File: src/rtl/bsg_pkg.sv
package bsg_pkg;
  typedef enum logic {
    OP_SCATTER = 1'b0,
    OP_GATHER  = 1'b1
  } bsg_op_e;
endpackage

File: src/rtl/bsg_lowbit.sv
// Finds the lowest set bit of a word and returns the word with that bit removed.
module bsg_lowbit #(
  parameter int W  = 64,
  localparam int IW = $clog2(W)
) (
  input  logic [W-1:0]  mask,
  output logic [IW-1:0] pos,
  output logic [W-1:0]  rest,
  output logic          empty
);
  always_comb begin
    pos = '0;
    for (int i = W - 1; i >= 0; i--) begin
      if (mask[i]) pos = i[IW-1:0];
    end
  end

  assign rest  = mask & (mask - W'(1));
  assign empty = ~|mask;
endmodule

File: src/rtl/bsg_seq.sv
// Idle/busy sequencer and dense-side step counter.
module bsg_seq #(
  parameter int W  = 64,
  localparam int IW = $clog2(W)
) (
  input  logic          clk,
  input  logic          rst_n,
  input  logic          accept,
  input  logic          mask_empty,
  output logic          busy,
  output logic          step,
  output logic          done,
  output logic [IW-1:0] idx
);
  assign step = busy & ~mask_empty;
  assign done = busy & mask_empty;

  always_ff @(posedge clk or negedge rst_n) begin
    if (!rst_n) begin
      busy <= 1'b0;
      idx  <= '0;
    end else if (accept) begin
      busy <= 1'b1;
      idx  <= '0;
    end else begin
      if (done) busy <= 1'b0;
      if (step) idx <= idx + IW'(1);
    end
  end
endmodule

File: src/rtl/bsg_unit.sv
module bsg_unit #(
  parameter int DATA_W = 64,
  localparam int IW = $clog2(DATA_W)
) (
  input  logic              clk,
  input  logic              rst_n,
  input  logic              in_valid,
  output logic              in_ready,
  input  logic              in_op,
  input  logic [DATA_W-1:0] in_src,
  input  logic [DATA_W-1:0] in_mask,
  output logic [DATA_W-1:0] result_o,
  output logic              done_o
);
  import bsg_pkg::*;

  logic [DATA_W-1:0] mask_r, src_r, res_r, mask_rest;
  bsg_op_e           op_r;
  logic [IW-1:0]     pos, idx;
  logic              busy, step, done, mask_empty, accept;

  assign in_ready = ~busy;
  assign accept   = in_valid & ~busy;

  bsg_lowbit #(.W(DATA_W)) u_low (
    .mask  (mask_r),
    .pos   (pos),
    .rest  (mask_rest),
    .empty (mask_empty)
  );

  bsg_seq #(.W(DATA_W)) u_seq (
    .clk        (clk),
    .rst_n      (rst_n),
    .accept     (accept),
    .mask_empty (mask_empty),
    .busy       (busy),
    .step       (step),
    .done       (done),
    .idx        (idx)
  );

  always_ff @(posedge clk or negedge rst_n) begin
    if (!rst_n) begin
      mask_r <= '0;
      src_r  <= '0;
      res_r  <= '0;
      op_r   <= OP_SCATTER;
    end else if (accept) begin
      mask_r <= in_mask;
      src_r  <= in_src;
      res_r  <= '0;
      op_r   <= bsg_op_e'(in_op);
    end else if (step) begin
      mask_r <= mask_rest;
      if (op_r == OP_SCATTER) res_r[pos] <= src_r[idx];
      else                    res_r[idx] <= src_r[pos];
    end
  end

  assign result_o = res_r;
  assign done_o   = done;
endmodule

File: config.mk
export PLATFORM = sky130hd
export DESIGN_NAME = bsg_unit
export DESIGN_NICKNAME = d
export VERILOG_FILES = /design/src/rtl/bsg_pkg.sv /design/src/rtl/bsg_lowbit.sv /design/src/rtl/bsg_seq.sv /design/src/rtl/bsg_unit.sv
export SDC_FILE = /design/constraint.sdc
export NUM_CORES = 1
export LEC_CHECK = 0
export BUFFER_PORTS_ARGS = -buffer_cell sky130_fd_sc_hd__buf_2
export CAP_MARGIN = 20
export CORE_AREA = 4 4 154 156
export CTS_CLUSTER_SIZE = 28
export DETAILED_ROUTE_END_ITERATION = 12
export DIE_AREA = 0 0 158 160
export PLACE_DENSITY = 0.8
export RECOVER_POWER = 100
export SETUP_SLACK_MARGIN = 0.4
export SKIP_LAST_GASP = 1
export SLEW_MARGIN = 20
export SYNTH_ARGS = -nofsm -noshare
export SYNTH_HDL_FRONTEND = slang
export SYNTH_SLANG_ARGS = --single-unit
File: constraint.sdc
create_clock -name clk -period 3.6 [get_ports clk]
set_input_delay 0.36 -clock clk [delete_from_list [all_inputs] [get_ports clk]]
set_output_delay 0.36 -clock clk [all_outputs]
set_load 0.05 [all_outputs]
==> out/results.tsv, run 1 <==
metric	value	unit
ant diodes	0	
simple-gate share of the synthesized area	26.2	%
Placement Rows	55	
CTS sink cnt	200	
r2r startpoint	mask_r[21]	
initial antenna violation count	0	
DIE AREA	25300	um^2
critical path required time	3.93	ns
crit path from	mask_r[21]	
WS Path Type	flop to flop	
Vias per Instance	6.53	
syn nets	1718	
fill count	1772	
core area	22400	um^2
top_reg_cell synth	dfrtp_1	
MaxCap Viol Count	2	
crit path to	result_o[20]	
number of synthesized flops with an enable pin	0	
Placement Setup Slack	-0.336	ns
Synth area leaders	dfrtp_1 (39%), nand2_1 (10%), o21ai_0 (6.2%)	
status	finished with violations	
Leakage	6.90	nW
fin nets	1954	
grt ovf	0	
multiplexer share of the synthesized area	7.48	%
overall power	13.9	mW
Post-Route WL	45300	um
Synth Area in XOR/XNOR	0	%
share of Yosys cell area claimed by the top area cell type	39.2	%
crit path max fanout	16	
final setup margin	-0.0293	ns
Layout area overhead	22.9	%
area leader, netlist	dfrtp_1	
Hold Path Class	input pin to flop	
max_slew headroom	-57.4	%
worst clock skew	0.0107	ns
Achievable Freq	276	MHz
PortBufs	197	
adder-cell share of the synthesized area	0.0980	%
Core Util, Final	70.2	%
Post-synth ARST share	100	%
Top Ports	198	
crit path launch type	flop	
placed inst area	14700	um^2
crit path DAT	3.96	ns
critical path capture point type	flop	
GPL Wtd Cong	0.959	
GRT Util Overall	34.6	%
largest family of logic cells by synthesized area	simple AND/OR/NAND/NOR gates	
Routed Antenna Nets	0	
Synth Register Bits	200	
unrepaired setup endpoints after global routing	true	
pwr/cell area	888	nW/um^2
Die X	158	um
Seq/Total Area, Yosys	39.2	%
CTS buffer count	17	
TritonRoute pass-1 iters	6	
final setup vio count	22	
Clock Path Buffers	2	
Final period util	101	%
htree depth	4	
Final Max Tran Viols	184	
register-to-register setup slack	-0.03	ns
drt initial violations	2132	
Setup TNS Final	-0.235	ns
Synth Area per Inst	8.06	um^2
clk_lat worst skew	0.45	ns
cells after synthesis	1585	
Worst-Margin Slew	2.36	ns
VDD IR max	0.516	mV
YS warnings	0	
largest net degree at the start of global routing	185	
# DRC	0	
RR Endpoint	result_o[20]	
vias in the first global route	13100	
Initial Util	57.1	%
Clock transition at path regs	0.08	ns
fraction of layout cells with a size suffix above 1	23.1	%
Netlist Area Pre-Place	12800	um^2
post-synthesis compound-gate area fraction	22.6	%
final hold viol count	0	
CTS tree	built	
failing checks	max-capacitance violations, max-slew violations, negative setup slack	
CTS Root Buffer Type	clkbuf_16	
post-route cell area	15700	um^2
dpl hpwl	31300	um
vias	13800	
worst reg2reg path depth	15	
first-pass GRT wire length	70400	um
Synth cell types	83	
Tmin final	3.63	ns
routed len/inst	21.4	um
DIE HEIGHT	160	um
[metrics by stage]
step,hold WS (ns),std cells
CTS,0.0887,2108
global placement,0.470,2065
global route,0.0919,2119
floorplan,0.0644,1585
finish,0.0914,2119
detailed placement,0.471,2065
[cell usage in the layout, fill, tap and decap left out, drive strengths merged, types with 17 or more instances in the layout]
master,n
a22oi,36
or3,19
nor3,31
nor4,20
clkbuf,91
o22ai,32
o41ai,30
a21oi,48
nor2,164
buf,260
nand4,20
nand2,344
inv,30
nand3,66
mux2i,73
dfrtp,200
o311ai,17
o21ai,164
[critical path: stages (launching register included)]
cell       delay (ns)
dfrtp_2          0.45
inv_1            0.10
a2111oi_4        0.36
o211ai_1         0.23
nor4_2           0.28
buf_4            0.17
o211ai_1         0.10
buf_4            0.19
or3_4            0.37
o221a_2          0.24
a41o_1           0.23
nand4_1          0.13
nand4b_4         0.19
buf_12           0.18
buf_12           0.15
o21ai_0          0.10
[Yosys cell counts, types with 3 or more instances]
library cell and instances:
a211oi_1 11, a21o_1 6, a21oi_1 46, a22oi_1 36, a31o_2 4, a31oi_1 6
a32oi_1 5, and3_1 4, buf_1 9, buf_2 15, clkbuf_1 90, dfrtp_1 200
inv_1 23, mux2_2 3, mux2i_1 73, mux4_2 8, nand2_1 344, nand2b_1 14
nand3_1 65, nand4_1 20, nor2_1 164, nor2b_1 14, nor3_1 31, nor3b_1 8
nor4_1 13, nor4_2 6, o2111ai_1 5, o211ai_1 5, o21a_1 5, o21ai_0 158
o21ai_1 6, o21bai_1 3, o221ai_1 9, o22ai_1 32, o311ai_0 16, o31ai_1 9
o41ai_1 13, o41ai_2 17, or2_2 7, or3_1 19, or4_1 7, or4_4 3
[how the worst min path moves through the flow]
| stage | to | depth (start not counted) | slack (ns) | start |
|---|---|---|---|---|
| after global routing | mask_r[56] | 3 | 0.09 | in_mask[56] |
| after detailed placement | src_r[18] | 1 | 0.47 | rst_n |
| after CTS | src_r[14] | 3 | 0.09 | in_src[14] |
| final | src_r[14] | 3 | 0.09 | in_src[14] |
| after global placement | src_r[18] | 1 | 0.47 | rst_n |
| after floorplan | mask_r[0] | 0 | 0.06 | rst_n |
[registers in the layout, summed over array words and instances (netlist names)]
name	flops
u_seq.busy	1
mask_r	64
u_seq.idx	6
result_o	64
op_r	1
src_r	64
[power by group]
group	leakage, nW	switching [mW]	internal, mW
sequential	2.61	0.729	2.76
clock	0.294	1.02	1.00
combinational	4.00	5.09	3.33
[cell type report]
| cell class | instances | area [um^2] | area share (%) |
|---|---|---|---|
| multi-input combinational | 1243 | 7600 | 48.4 |
| clock buffer | 17 | 425 | 2.71 |
| tap | 285 | 357 | 2.27 |
| inverter | 24 | 90.1 | 0.574 |
| timing repair buffer | 335 | 2020 | 12.9 |
| clock inverter | 15 | 183 | 1.16 |
| sequential | 200 | 5020 | 32.0 |
[routing by layer]
metal,share of wire (%),GRT usage [%],vias to the layer above
met3,11,7.18,155
met5,0,0,-
met1,40,49.7,6559
li1,-,-,6208
met4,4.1,12.0,0
met2,45,52.1,915
[kinds of logic after synthesis]
logic type,after synthesis
and+or+nand+nor,734
muxes,85
adders and majority gates,1
buffers and inverters,142
DFF,200
AOI/OAI and AO/OA,423
[repair_timing]
| action | in CTS | in global routing |
|---|---|---|
| gates resized for setup | 23 | 64 |
| setup buffers | 10 | 10 |
| endpoints found under the setup margin | 74 | 81 |
| gates cloned | 0 | 1 |
| hold endpoints to repair | 1 | 0 |
| pin swaps | 4 | 11 |
| hold buffers | 1 | 0 |
(Power assumes the default switching activity.)
==> run 2: changes to the inputs <==
--- a/config.mk
+++ b/config.mk
@@ -19,3 +19,4 @@
 export SYNTH_ARGS = -nofsm -noshare
 export SYNTH_HDL_FRONTEND = slang
 export SYNTH_SLANG_ARGS = --single-unit
+export TNS_END_PERCENT = 50
==> out/results.tsv, run 2 (same netlist as run 1, synthesis figures left out) <==
metric	value	unit
critical path required time	3.90	ns
Top Ports	198	
overall power	15.8	mW
failing checks	max-capacitance violations, max-slew violations, negative setup slack	
drt initial violations	1876	
crit path max fanout	6	
Final period util	101	%
htree depth	4	
fin nets	2008	
clk_lat worst skew	0.45	ns
Routed Antenna Nets	0	
DIE AREA	25300	um^2
crit path DAT	3.92	ns
worst clock skew	0.0120	ns
CTS Root Buffer Type	clkbuf_16	
MaxCap Viol Count	1	
GRT Util Overall	37.3	%
Tmin final	3.62	ns
commonest non-fill, non-tap cell in the layout	nand2_1	
most frequent cells in the layout	nand2_1 (339), dfrtp_1 (193), nor2_1 (155)	
Post-Route WL	48900	um
DIE HEIGHT	160	um
Die X	158	um
CTS tree	built	
crit path launch type	flop	
critical path capture point type	flop	
dpl hpwl	32200	um
vias in the first global route	13800	
Leakage	7.71	nW
max_slew headroom	-33.8	%
vias	14300	
final setup vio count	1	
fill count	1688	
Clock Path Buffers	2	
largest net degree at the start of global routing	185	
Achievable Freq	276	MHz
Vias per Instance	6.57	
unrepaired setup endpoints after global routing	true	
initial antenna violation count	0	
PortBufs	197	
Worst-Margin Slew	2.01	ns
Core Util, Final	75.3	%
# DRC	0	
ant diodes	0	
grt ovf	0	
Layout area overhead	31.8	%
Placement Rows	55	
CTS buffer count	17	
final hold viol count	0	
register-to-register setup slack	-0.02	ns
Initial Util	57.1	%
status	finished with violations	
first-pass GRT wire length	75200	um
CTS sink cnt	200	
core area	22400	um^2
TritonRoute pass-1 iters	8	
GPL Wtd Cong	0.942	
WS Path Type	flop to flop	
Final Max Tran Viols	75	
Hold Path Class	input pin to flop	
pwr/cell area	941	nW/um^2
VDD IR max	0.594	mV
final setup margin	-0.0193	ns
fraction of layout cells with a size suffix above 1	27.7	%
routed len/inst	22.5	um
Clock transition at path regs	0.09	ns
==> run 2: cell count changes in the layout (fill, tap and decap cells not counted), moves of 8 or more <==
cell	previous run	this run
buf_4	119	154
o21ai_1	20	33
a21oi_1	44	36
o41ai_2	22	9
o21ai_2	1	10
a21oi_2	1	9
o41ai_4	1	16
o21ai_0	141	120
buf_6	1	15
==> run 2: worst max-delay path, cell delays in order (launching register included) <==
cell      delay [ns]
dfrtp_1         0.39
or4_4           0.57
buf_4           0.17
nor4b_4         0.19
buf_4           0.16
o311ai_1        0.08
a31o_1          0.25
a31oi_4         0.18
or2_4           0.21
buf_4           0.16
or3_1           0.21
o22ai_1         0.13
a21oi_1         0.39
mux2i_1         0.29
o41ai_2         0.10
==> run 2: metal layers <==
| metal | global-route usage (%) | up-vias | routed length (um) |
|---|---|---|---|
| met5 | 0 | - | 0 |
| met4 | 13.5 | 0 | 2180 |
| met3 | 8.78 | 221 | 5380 |
| met2 | 57.4 | 980 | 22300 |
| met1 | 51.5 | 6749 | 19100 |
| li1 | - | 6317 | - |
==> run 2: metrics by stage <==
stage	std cells	hold WS [ns]	TNS [ns]	area (um^2)	worst slack (ns)
final	2173	0.0951	-0.0193	16800	-0.0193
after global routing	2173	0.0947	-2.32	16800	-0.122
after CTS	2147	0.0840	0	16200	0.0642
after detailed placement	2083	0.417	-7.14	14800	-0.204
after global placement	2083	0.411	-6.00	14800	-0.122
after floorplan	1585	0.0644	0	12900	0.324
==> run 2: repair_timing <==
action,CTS,global route
endpoints found under the hold margin,73,0
buffers inserted,27,23
hold buffers,1,0
setup endpoints to repair,79,103
pin swaps,45,34
gates resized for setup,93,116
cloned,4,3
==> run 2: worst paths after layout <==
| path | startpoint | to | cells past startpoint |
|---|---|---|---|
| setup / recovery | mask_r[57] | result_o[59] | 14 |
| hold reg to reg | result_o[18] | result_o[18] | 2 |
| max in group asynchronous | rst_n | mask_r[23] | 3 |
| min in group asynchronous | rst_n | src_r[4] | 2 |
| setup reg to reg | mask_r[57] | result_o[59] | 14 |
| hold / removal | in_src[16] | src_r[16] | 3 |
==> run 2: layout make-up <==
cell class | instances | area (um^2) | area share (%)
Clock buffer | 17 | 425 | 2.53
Clock inverter | 15 | 176 | 1.05
Inverter | 24 | 90.1 | 0.535
Multi-Input combinational cell | 1243 | 8080 | 48.0
Sequential cell | 200 | 5020 | 29.8
Tap cell | 285 | 357 | 2.12
Timing Repair Buffer | 389 | 2680 | 15.9
==> run 2: power breakdown <==
group / leakage [nW] / switching (mW) / internal [mW]
logic: 4.80 / 5.93 / 4.38
registers: 2.62 / 0.797 / 2.76
clock network: 0.295 / 1.03 / 0.944
